### src/rtl/trig_latch_pkg.sv
package trig_latch_pkg;

    localparam int CTRLS         = 2;
    localparam int LVLS_PER_CTRL = 8;
    localparam int SRCS_PER_LVL  = 2;

    // Per-level view of the merged input after transition detection
    typedef struct packed {
        logic now;
        logic rise;
        logic fall;
    } pin_evt_t;

    // Write mask: zero bits are levels fixed to edge mode
    function automatic logic [LVLS_PER_CTRL-1:0] lock_mask(input int unsigned ctrl);
        logic [LVLS_PER_CTRL-1:0] m;
        m = '1;
        if (ctrl == 0) begin
            for (int k = 0; k < 3 && k < LVLS_PER_CTRL; k++) m[k] = 1'b0;
        end else begin
            m[0] = 1'b0;
            if (LVLS_PER_CTRL > 5) m[5] = 1'b0;
        end
        return m;
    endfunction

endpackage

### src/rtl/trig_mode_regs.sv
module trig_mode_regs
    import trig_latch_pkg::*;
#(
    parameter int NUM_CTRL = CTRLS,
    parameter int LVL_W    = LVLS_PER_CTRL,
    localparam int SEL_W   = (NUM_CTRL > 1) ? $clog2(NUM_CTRL) : 1,
    localparam int NLVL    = NUM_CTRL * LVL_W
) (
    input  logic             clk,
    input  logic             rst,
    input  logic             wr_en,
    input  logic [SEL_W-1:0] sel,
    input  logic [LVL_W-1:0] wr_data,
    output logic [LVL_W-1:0] rd_data,
    output logic [NLVL-1:0]  mode_bits
);

    logic [LVL_W-1:0] mode_q [NUM_CTRL];

    for (genvar c = 0; c < NUM_CTRL; c++) begin : g_byte
        always_ff @(posedge clk) begin
            if (rst) begin
                mode_q[c] <= '0;
            end else if (wr_en && sel == SEL_W'(c)) begin
                mode_q[c] <= wr_data & lock_mask(c);
            end
        end
        assign mode_bits[c*LVL_W +: LVL_W] = mode_q[c];
    end

    assign rd_data = mode_q[sel];

endmodule

### src/rtl/trig_pin_sense.sv
module trig_pin_sense
    import trig_latch_pkg::*;
#(
    parameter int NSRC = SRCS_PER_LVL
) (
    input  logic            clk,
    input  logic            rst,
    input  logic [NSRC-1:0] src,
    output pin_evt_t        evt
);

    logic merged;
    logic prev_q;

    assign merged = |src;

    always_ff @(posedge clk) begin
        if (rst) prev_q <= 1'b0;
        else     prev_q <= merged;
    end

    always_comb begin
        evt.now  = merged;
        evt.rise = merged & ~prev_q;
        evt.fall = ~merged & prev_q;
    end

endmodule

### src/rtl/trig_req_cell.sv
module trig_req_cell
    import trig_latch_pkg::*;
(
    input  logic     clk,
    input  logic     rst,
    input  logic     ready,
    input  logic     level_mode,
    input  logic     init_clr,
    input  logic     ack_clr,
    input  pin_evt_t evt,
    output logic     req
);

    logic set_c;
    logic drop_c;
    logic req_nxt;

    always_comb begin
        set_c  = ready & (evt.rise | (level_mode & evt.now));
        drop_c = (ready & level_mode & evt.fall) | (ack_clr & ~evt.now);
        if (init_clr) req_nxt = 1'b0;
        else          req_nxt = (req | set_c) & ~drop_c;
    end

    always_ff @(posedge clk) begin
        if (rst) req <= 1'b0;
        else     req <= req_nxt;
    end

    assert_init_empties_R9: assert property (@(posedge clk) disable iff (rst)
        init_clr |=> !req);

    assert_rise_sets_R3: assert property (@(posedge clk) disable iff (rst)
        ready && evt.rise && !init_clr |=> req);

    assert_level_high_sets_R5: assert property (@(posedge clk) disable iff (rst)
        ready && level_mode && evt.now && !init_clr |=> req);

    assert_edge_keeps_R4: assert property (@(posedge clk) disable iff (rst)
        !level_mode && req && !ack_clr && !init_clr |=> req);

    assert_idle_no_set_R7: assert property (@(posedge clk) disable iff (rst)
        !ready && !req |=> !req);

    assert_ack_needs_low_R8: assert property (@(posedge clk) disable iff (rst)
        req && ack_clr && evt.now && !init_clr |=> req);

endmodule

### src/rtl/trig_req_latch.sv
module trig_req_latch
    import trig_latch_pkg::*;
#(
    parameter int NUM_CTRL = CTRLS,
    parameter int LVL_W    = LVLS_PER_CTRL,
    parameter int NSRC     = SRCS_PER_LVL,
    localparam int SEL_W   = (NUM_CTRL > 1) ? $clog2(NUM_CTRL) : 1,
    localparam int NLVL    = NUM_CTRL * LVL_W
) (
    input  logic                 clk,
    input  logic                 rst,
    input  logic [NLVL*NSRC-1:0] src_in,
    input  logic [NUM_CTRL-1:0]  ctrl_ready,
    input  logic [NUM_CTRL-1:0]  init_clr,
    input  logic [NLVL-1:0]      ack_clr,
    input  logic                 cfg_wr,
    input  logic [SEL_W-1:0]     cfg_sel,
    input  logic [LVL_W-1:0]     cfg_wdata,
    output logic [LVL_W-1:0]     cfg_rdata,
    output logic [NLVL-1:0]      req_out
);

    logic [NLVL-1:0] mode_bits;

    trig_mode_regs #(
        .NUM_CTRL (NUM_CTRL),
        .LVL_W    (LVL_W)
    ) u_modes (
        .clk       (clk),
        .rst       (rst),
        .wr_en     (cfg_wr),
        .sel       (cfg_sel),
        .wr_data   (cfg_wdata),
        .rd_data   (cfg_rdata),
        .mode_bits (mode_bits)
    );

    for (genvar g = 0; g < NLVL; g++) begin : g_lvl
        localparam int CI = g / LVL_W;
        pin_evt_t evt;

        trig_pin_sense #(.NSRC(NSRC)) u_sense (
            .clk (clk),
            .rst (rst),
            .src (src_in[g*NSRC +: NSRC]),
            .evt (evt)
        );

        trig_req_cell u_cell (
            .clk        (clk),
            .rst        (rst),
            .ready      (ctrl_ready[CI]),
            .level_mode (mode_bits[g]),
            .init_clr   (init_clr[CI]),
            .ack_clr    (ack_clr[g]),
            .evt        (evt),
            .req        (req_out[g])
        );
    end

endmodule

### config.mk
export PLATFORM = sky130hd
export DESIGN_NAME = trig_req_latch
export DESIGN_NICKNAME = d
export VERILOG_FILES = /design/src/rtl/trig_latch_pkg.sv /design/src/rtl/trig_mode_regs.sv /design/src/rtl/trig_pin_sense.sv /design/src/rtl/trig_req_cell.sv /design/src/rtl/trig_req_latch.sv
export SDC_FILE = /design/constraint.sdc
export NUM_CORES = 1
export LEC_CHECK = 0
export ABC_AREA = 0
export ABC_CLOCK_PERIOD_IN_PS = 1500
export BUFFER_PORTS_ARGS = -buffer_cell sky130_fd_sc_hd__buf_2
export CAP_MARGIN = 25
export CORE_MARGIN = 4
export CORE_UTILIZATION = 46
export CTS_CLUSTER_DIAMETER = 80
export DETAILED_ROUTE_END_ITERATION = 12
export PLACE_DENSITY = 0.89
export SKIP_CTS_REPAIR_TIMING = 1
export SYNTH_ARGS = -nofsm -noshare
export SYNTH_HDL_FRONTEND = slang
export SYNTH_SLANG_ARGS = --single-unit
### constraint.sdc
create_clock -name clk -period 1.5 [get_ports clk]
set_clock_uncertainty 0.15 [all_clocks]
set_input_delay 0.075 -clock clk [delete_from_list [all_inputs] [get_ports clk]]
set_output_delay 0.075 -clock clk [all_outputs]
set_load 0.02 [all_outputs]
Yosys cells after proc, flatten, opt, wreduce, memory -nomap -nowiden. Memory sizes are Yosys's and may differ from the RTL's. Cells that the tools add are included.

Add/subtract/negate cells: 0. Reductions and logical operators: 20. Multiply operators: 0. Shifts and indexed selects: 0. Div/mod/pow operators: 0. Equality and inequality tests: 0. Muxes and demuxes: 10. $lt $le $gt $ge: 0. Bitwise operators: 227.

Operators with widths (number): AND 1 bit (124); OR 1 bit (50); NOT 1 bit (49); OR reduction 2 bit (18); two-way mux 7 bit (2); two-way mux 1 bit (8); AND 1 bit (first input constant) (2); AND 1 bit (second input constant) (2); logical AND 1 bit (2).

Bits in writable memories: 14. Bits in registers: 32. Bits in read-only memories: 0. Input port bits: 64. Latch bits: 0. Memories kept: 1. Output and inout bits: 24. Logic and storage cells: 290.

Memory list: u_modes.mode_q (words 2, bits a word 7, read ports 3, clocked after memory_dff 0, wr ports 2, line trig_mode_regs.sv:18) `logic [LVL_W-1:0] mode_q [NUM_CTRL];`.

Longest topological paths before layout. Gate-level depths: netlist (run 1).

Depth after elaboration: 7. Gate-level depth with buffers: 4. Mapped depth without buffers: 3.

Modules after synthesis. A second synthesis (run 1) with hierarchy kept.

Cells, all modules: 253. Area, all modules: 2581.2 µm².

By module, submodules not included: trig_req_cell (sequential area each 20.0 µm², cells an instance 7, area an instance 63.8 µm², times used 16); trig_pin_sense (sequential area each 20.0 µm², cells an instance 6, area an instance 61.3 µm², times used 16); trig_mode_regs (sequential area each 330.3 µm², cells an instance 45, area an instance 579.3 µm², times used 1).

Worst setup path after synthesis (run 1). No wires, ideal clock.

Kind: register -> register. From: register g_lvl[4].u_sense.prev_q. To: register g_lvl[4].u_cell.req. Library setup time: 70 ps. Clock period less this slack: 1074 ps. Buffers on the path: 0. Stages on the path, launching flop included: 4. Path slack: 426 ps. Arrival: 854 ps. Cells stage by stage: dfxtp_1 > nor3b_1 > or3_1 > a21oi_1.

Word-level cells in the longest chain between the ends: 6. Elaborated cells between the ends (all ways): 10. Classes of those cells: 10 x bitwise.

Ends and longest elaborated chain: start: declaration (line trig_pin_sense.sv:13) `logic prev_q;`; start signal: assignment (line trig_pin_sense.sv:19) `else prev_q <= merged;`; NOT 1 bit (line trig_pin_sense.sv:24) `evt.rise = merged & ~prev_q;`; AND 1 bit (line trig_pin_sense.sv:24); OR 1 bit (line trig_req_cell.sv:19) `set_c = ready & (evt.rise | (level_mode & evt.now));`; AND 1 bit (line trig_req_cell.sv:19); OR 1 bit (line trig_req_cell.sv:22) `else req_nxt = (req | set_c) & ~drop_c;`; AND 1 bit (*) (line trig_req_cell.sv:22); end signal: assignment (line trig_req_cell.sv:27) `else req <= req_nxt;`; end: declaration (line trig_req_cell.sv:11) `output logic req`.

Every way passes the cells marked *; elsewhere a longest branch is shown, timed or not. A chain may end at the register's enable or synchronous reset.

Final worst setup path (run 1).
From: input port src_in[26]. To: register g_lvl[13].u_cell.req.

Word-level cells in the longest chain between the ends: 7. Elaborated cells between the ends (all ways): 13. Classes of those cells: 12 x bitwise; 1 x reduce/logical.

Ends and longest elaborated chain: start: declaration (line trig_req_latch.sv:12) `input logic [NLVL*NSRC-1:0] src_in,`; OR reduction 2 bit (*) (line trig_pin_sense.sv:15) `assign merged = |src;`; NOT 1 bit (line trig_pin_sense.sv:25, trig_req_cell.sv:20); AND 1 bit (line trig_pin_sense.sv:25) `evt.fall = ~merged & prev_q;`; AND 1 bit (line trig_req_cell.sv:20) `drop_c = (ready & level_mode & evt.fall) | (ack_clr & ~evt.now);`; OR 1 bit (line trig_req_cell.sv:20); NOT 1 bit (line trig_req_cell.sv:22); AND 1 bit (*) (line trig_req_cell.sv:22); end signal: assignment (line trig_req_cell.sv:27); end: declaration (line trig_req_cell.sv:11).

Marked as above.

==> summary by stage, run 1 <==
Outcome
The flow ran to the end, but the final reports show violations. The checks that failed: hold timing, setup timing.

Critical path
The required time of the critical path is 1.53 ns. For the worst flop-to-flop path, the logic depth is 3. Walking the worst path, the cells encountered are dlygate4sd3_1, buf_2, o22ai_1, a21oi_1, dlygate4sd3_1. The number of cells on the critical path is 5. The count of buffer and inverter cells on the critical path is 3. The class of the most critical setup path is input pin to flip-flop. At the worst endpoint, the arrival time is 1.54 ns. In this run the worst path has a maximum fanout of 2.

In this run the critical register-to-register path is captured at g_lvl[1].u_cell.req. Setup slack on the worst reg-to-reg path comes out at 0.08 ns. The sort of element at the start of the critical path is an input pin. The endpoint class of the critical path is a flip-flop. The family of cells with the greatest summed delay on the critical path is buffers and inverters. For this run, the slowest stage of the critical path takes 0.55 ns. The most critical setup path has its startpoint at src_in[26]. The cell with the largest stage delay on the worst path is dlygate4sd3_1.

The cell with the most instances on the worst path is dlygate4sd3_1. The origin of the critical flop-to-flop path is g_lvl[1].u_cell.req. In this run the worst setup path terminates at g_lvl[13].u_cell.req.

Logic synthesis
The synthesized design contains 43 register bits. The combined area of all synthesized cells is 0.00194 mm². The largest area contributor in the synthesized netlist is dfxtp_1.

The proportion of register bits with asynchronous set or reset after synthesis is 0. Sorting the synthesized cells by area gives the leading types as dfxtp_1 33%, edfxtp_1 17%, nor2_1 7.1%, buf_4 6.6%, and2_1 4.2%. Counting every net in the synthesized netlist gives 272. Counting flops with a built-in enable in the synthesized netlist gives 11. In the synthesized netlist, the number of instances is 208. The post-synthesis average cell area is 9.34 µm².

In this run, distinct cell masters in the synthesized netlist total 24. The count of yosys warnings during synthesis is 0. Of the synthesized area, sequential elements account for 0.500.

Of the post-synthesis cell area, the dominant cell type holds 0.330. After synthesis, the most frequently instantiated cells are 37 x nor2_1, 32 x dfxtp_1, 17 x buf_4, 13 x a21oi_1, 13 x and2_1. The primary flip-flop cell chosen by synthesis mapping is dfxtp_1. The cell with the most instances after synthesis is nor2_1.

Detailed routing
In the final routed layout, each cell accounts on average for 14.6 µm. The routed via count divided by cell count is 4.98. Summed over all layers, the routed wires come to 5630 µm.

The number of DRC violations after detailed routing is 0. Across all layers, the routed design uses 1,926 vias. The detailed router's first-iteration violation count is 120. The detail route stage leaves a number of antenna-violating nets equal to 0. The first detailed-routing pass took 4 iterations.

Global route
Entering global routing, the biggest net connects 15 pins. Summed over all layers, the global routing overflow is 0. The first global-routing pass estimated 6670 µm of wire. The via count of the first global-routing pass is 1,506. The initial antenna violation count was 0.

For this run, the total global-route usage over all layers was measured as 0.165.

Die
The initial utilization of the core area, before any placement, comes to 0.482. The area enclosed by the die boundary is 0.00533 mm². 88 I/O pins were placed. The floorplan has 23 rows. The area of the placeable core is 0.00403 mm². The die height is 73.0 µm. The width of the die is 73.0 µm.

STA
The aggregate negative setup slack is -0.0112 ns. The final critical-path share of the clock period is 1.01. On the final layout, the worst hold slack is -0.0286 ns.

The hold violation total from the final report is 2. The highest clock frequency the design can meet is 662 MHz. The final setup slack of the worst path is -0.0112 ns. For the pin with the worst max-slew slack, the measured transition is 0.512 ns.

The number of max-slew violations in the final report is 0. For the finished layout, the period the worst path requires is 1.51 ns. The number of failing setup endpoints in the final timing report is 1.

In this run the tightest slew margin relative to its limit is 0.658.

Finish
The diode insertion count for antenna repair is 0. The area overhead of the layout relative to synthesis is 51.4%. Once layout is done, the placed cells without fillers occupy 0.00294 mm². The fraction of layout cells with a size suffix above 1 is 0.303.

The share of the core filled with cells is 0.730. The net count of the finished layout is 400.

Min path
In this run the worst hold path is classified as input pin to flip-flop. The worst hold path passes through 3 cells.

Power
The leakage power figure is 0.00133 µW. The register share of total power is 0.527. The proportion of power drawn by the clock network is 0.280. The power per unit of standard cell area is 846 mW/mm². The reported net switching power is 630 µW. Of the total power, the share spent switching nets is 0.253. VDD sags by at most 0.502 mV. The cell-internal power is 1860 µW. The share of total power dissipated in combinational logic is 0.193. The post-layout total power is 2490 µW.

Flow run
Max-cap violations in this run came to 0.

Clocking
Clock-pin slew was measured on the worst setup and hold paths at 0.08 ns. The number of sinks handled by clock tree synthesis is 43. TritonCTS built the clock tree. The maximum clock insertion buffer count is 2.

The number of CTS-inserted buffers is 5. The H-tree level count is 2. The cell at the root of the clock tree is clkbuf_8. The source-to-sink clock delay at the later pin of the worst-skew pair is 0.29 ns.

Placed design
The pre-CTS setup slack is 0.249 ns. The weighted congestion at the end of routability-driven global placement is 0.719. The placement-stage cell area is 0.00227 mm².

The wire-length estimate of the detail-placed layout is 3400 µm. The count of buffers added on input and output ports is 85.
-- power groups by stage --
stage	clock network, µW	registers [µW]	logic (µW)
floorplan	0	1320	237
CTS	711	1310	352
finish	697	1310	481
global route	763	1320	526
detailed placement	0	1340	350
global placement	0	1330	341
-- cells by family (layout without fill, tap and decap cells) --
group | count (synthesis) | count (layout) | share of synthesized area
AOI/OAI and AO/OA | 26 | 26 | 0.0766
and+or+nand+nor | 109 | 109 | 0.310
other | 1 | 1 | 0.00193
muxes | 4 | 4 | 0.0232
DFF | 43 | 43 | 0.500
buffers and inverters | 25 | 154 | 0.0882
-- layout make-up --
type,count,area (µm²)
Clock buffer,7,76.3
Clock inverter,1,5.00
Fill cell,290,1090
Inverter,1,3.75
Multi-Input combinational cell,140,801
Sequential cell,43,971
Tap cell,50,62.6
Timing Repair Buffer,145,1020
-- cells in the final DEF (no fill, tap or decap), types with 2 or more instances in the layout --
master / n
buf_2: 85
dlygate4sd3_1: 59
nor2_1: 37
dfxtp_1: 32
and2_1: 13
a21oi_1: 13
edfxtp_1: 11
nor3b_1: 9
nor2b_1: 9
or3_1: 8
nand3_1: 8
nand3b_1: 8
nand2b_1: 8
a31oi_1: 6
or2_2: 5
o22ai_1: 5
clkbuf_8: 5
mux2_2: 4
nor3_1: 3
a21o_1: 2
clkbuf_1: 2
-- per-stage QoR --
step / cells / hold WS [ns]
after floorplan: 208 / 0.0408
after global routing: 387 / 0.00375
after detailed placement: 320 / 0.145
after global placement: 320 / 0.140
final: 387 / -0.0286
after CTS: 328 / -0.158
-- registers in the layout, summed over array words and instances, names as in the netlist --
signal,cells
g_lvl.u_cell.req,16
g_lvl.u_sense.prev_q,16
u_modes.mode_q,11
-- worst reg2reg max path: cells and delay by family (launching register included) --
kind	cells	cell delay (ns)
DFF	1	0.34
buffers and inverters	1	0.56
AOI/OAI and AO/OA	2	0.26
-- how the worst min path moves through the flow --
stage / from / endpoint / slack (ns)
6_report: src_in[24] / g_lvl[12].u_sense.prev_q / -0.03
5_1_grt: src_in[24] / g_lvl[12].u_sense.prev_q / 0.004
4_1_cts: src_in[20] / g_lvl[10].u_sense.prev_q / -0.16
3_5_place_dp: src_in[20] / g_lvl[10].u_sense.prev_q / 0.15
3_3_place_gp: src_in[14] / g_lvl[7].u_sense.prev_q / 0.14
2_1_floorplan: src_in[0] / g_lvl[0].u_sense.prev_q / 0.04
-- per-layer routing --
metal	GRT usage	routed length (µm)	vias to the layer above
li1	-	-	952
met1	0.200	2220	893
met2	0.265	2980	71
met3	0.0647	310	10
met4	0.0553	125	0
met5	0	0	-
No activity file was read; power rests on OpenSTA's default activity.
==> inputs of run 2 (changes only) <==
--- a/config.mk
+++ b/config.mk
@@ -14,7 +14,6 @@
 export CTS_CLUSTER_DIAMETER = 80
 export DETAILED_ROUTE_END_ITERATION = 12
 export PLACE_DENSITY = 0.89
-export SKIP_CTS_REPAIR_TIMING = 1
 export SYNTH_ARGS = -nofsm -noshare
 export SYNTH_HDL_FRONTEND = slang
 export SYNTH_SLANG_ARGS = --single-unit
==> summary by stage, run 2 (same netlist as run 1, synthesis figures left out) <==
STA
The hold violation total from the final report is 2. The pin slew with the least headroom to its limit is 0.576 ns. Setup repair after global routing left no endpoint under its margin. The final critical-path share of the clock period is 0.989. The number of failing setup endpoints in the final timing report is 0. For the final routed database, the setup TNS stands at 0 ns. The final setup slack of the worst path is 0.0165 ns. The number of max-slew violations in the final report came to 0. The shortest clock period the worst path allows after layout is 1.48 ns. The highest clock frequency the design can meet is 674 MHz. Across all hold checks on the routed design, the worst slack comes to -0.0421 ns. The headroom to the max-slew limit is 0.615.

Clocking
In this run the number of H-tree levels came out at 2. The cell at the root of the clock tree is clkbuf_8. The source-to-sink clock delay at the later pin of the worst-skew pair is 0.29 ns. No sink is reached through more buffers than the 2 on the longest clock path. The number of CTS-inserted buffers is 5. TritonCTS built the clock tree.

Counting every sink on the clock net gives 43. Clock-pin slew was measured on the worst setup and hold paths at 0.08 ns.

Global route
The total congestion overflow after global routing is 0. Entering global routing, the biggest net connects 15 pins. The initial antenna violation count was 0. The combined global-route utilization of all metal layers is 0.221. The via count of the first global-routing pass is 1,944. The global-route wire length before repair is 8870 µm.

Outcome
The run finished, with violations left. The final reports fail on hold timing.

Finish
The area overhead of the layout relative to synthesis is 52.0%. The commonest non-fill, non-tap cell in the layout is buf_2. The post-layout instance count excluding filler cells is 386. The number of antenna diodes in the final layout is 0. The share of the core filled with cells is 0.733. Fill cells in the final layout number 279. The fraction of layout cells with a size suffix above 1 is 0.310.

The final net count is 399. In the final layout, the registers with the most flip-flops are g_lvl.u_cell.req x16, g_lvl.u_sense.prev_q x16, u_modes.mode_q x11. The library cells used most frequently in the layout, excluding fill and tap cells, are 84 x buf_2, 59 x dlygate4sd3_1, 36 x nor2_1, 32 x dfxtp_1.

Power
The power per unit of standard cell area is 844 mW/mm². The leakage power figure is 0.00133 µW. Across the VDD grid, the largest voltage drop is 0.489 mV. The completed layout was analyzed and its total power is 2490 µW.

Die
The area of the placeable core is 0.00403 mm². For this configuration, the core starts out at a cell density of 0.482. The die height is 73.0 µm.

The number of standard-cell rows in the floorplan is 23. The die covers 0.00533 mm². The width of the die is 73.0 µm. The I/O pin count is 88.

Detailed routing
The overall routed net length is 5590 µm. After detailed routing, the number of remaining DRC violations is 0. The post-route antenna net violation count is 0. The iteration count of the initial detailed-routing pass is 4. For this block, the via count after detailed routing is 1,911. The routed via count divided by cell count is 4.95. The mean routed wirelength per cell is 14.5 µm. The first routing iteration left 84 violations.

Critical path
The sort of element at the start of the critical path is an input pin. The signal arrival time at the worst endpoint is 1.52 ns. The required time of the critical path is 1.53 ns. The origin of the critical flop-to-flop path is g_lvl[1].u_sense.prev_q. The maximum fanout along the worst path is 2. The start point of the critical path is src_in[4]. STA classifies the critical path endpoint as a flip-flop. The critical path in this run is classified as input pin to flip-flop.

Placed design
The placed wire-length estimate is 3400 µm. The number of placed instances with taps included is 320. Prior to clock tree synthesis, the placed netlist has a worst setup slack of 0.249 ns. Input and output buffers added on the ports amount to 85. The weighted congestion at the end of routability-driven global placement is 0.719.

Min path
The kind of path behind the tightest hold check is input pin to flip-flop. The beginning of the worst hold path is src_in[17].

Flow run
The reported max-cap violation count is 0.
run 2: changes by cell type in the layout (fill, tap and decap cells not counted), sizes merged:
cell | previous run | this run
buf | 86 | 85
run 2: layer usage:
metal  global-route usage  vias to the layer above  part of all wire
met5                    0                        -                 0
met4               0.0861                        0             0.023
met3               0.0675                       12             0.056
met2                0.392                       72              0.52
met1                0.243                      880              0.40
li1                     -                      947                 -
run 2: through the flow:
| stage | instance area, µm² | hold WS [ns] |
|---|---|---|
| after detailed placement | 2270 | 0.145 |
| final | 2950 | -0.0421 |
| after global placement | 2270 | 0.140 |
| after global routing | 2950 | 0.0183 |
| after CTS | 2960 | 0.00161 |
| after floorplan | 1940 | 0.0408 |
run 2: power breakdown:
| group | internal [µW] | total (µW) | switching [µW] |
|---|---|---|---|
| registers | 1260 | 1310 | 48.3 |
| logic | 271 | 484 | 212 |
| clock network | 327 | 696 | 369 |
| total | 1860 | 2490 | 630 |
run 2: worst paths after layout:
kind | cells past startpoint | to | slack [ns]
worst min-delay path | 3 | g_lvl[8].u_cell.req | -0.04
worst max register to register | 4 | g_lvl[1].u_cell.req | 0.11
worst min register to register | 2 | g_lvl[13].u_cell.req | 0.37
worst max-delay path | 5 | g_lvl[2].u_cell.req | 0.02
run 2: final cells by class:
cell class | instances | area, µm² | share of cell area
tap | 50 | 62.6 | 0.0212
sequential | 43 | 971 | 0.329
timing repair buffer | 144 | 1020 | 0.345
clock buffer | 7 | 76.3 | 0.0258
clock inverter | 1 | 5.00 | 0.00169
multi-input combinational | 140 | 816 | 0.276
inverter | 1 | 3.75 | 0.00127
run 2: critical path, cell delays in order:
cell and delay (ns):
dlygate4sd3_1 0.53, buf_2 0.13, o22ai_1 0.15, a21oi_1 0.08, dlygate4sd3_1 0.55
run 2: timing repair:
item / CTS / global route
buffers inserted: 0 / 0
endpoints found under the setup margin: 0 / 5
hold buffers: 61 / 0
endpoints found under the hold margin: 43 / 0
resized for setup: 0 / 3
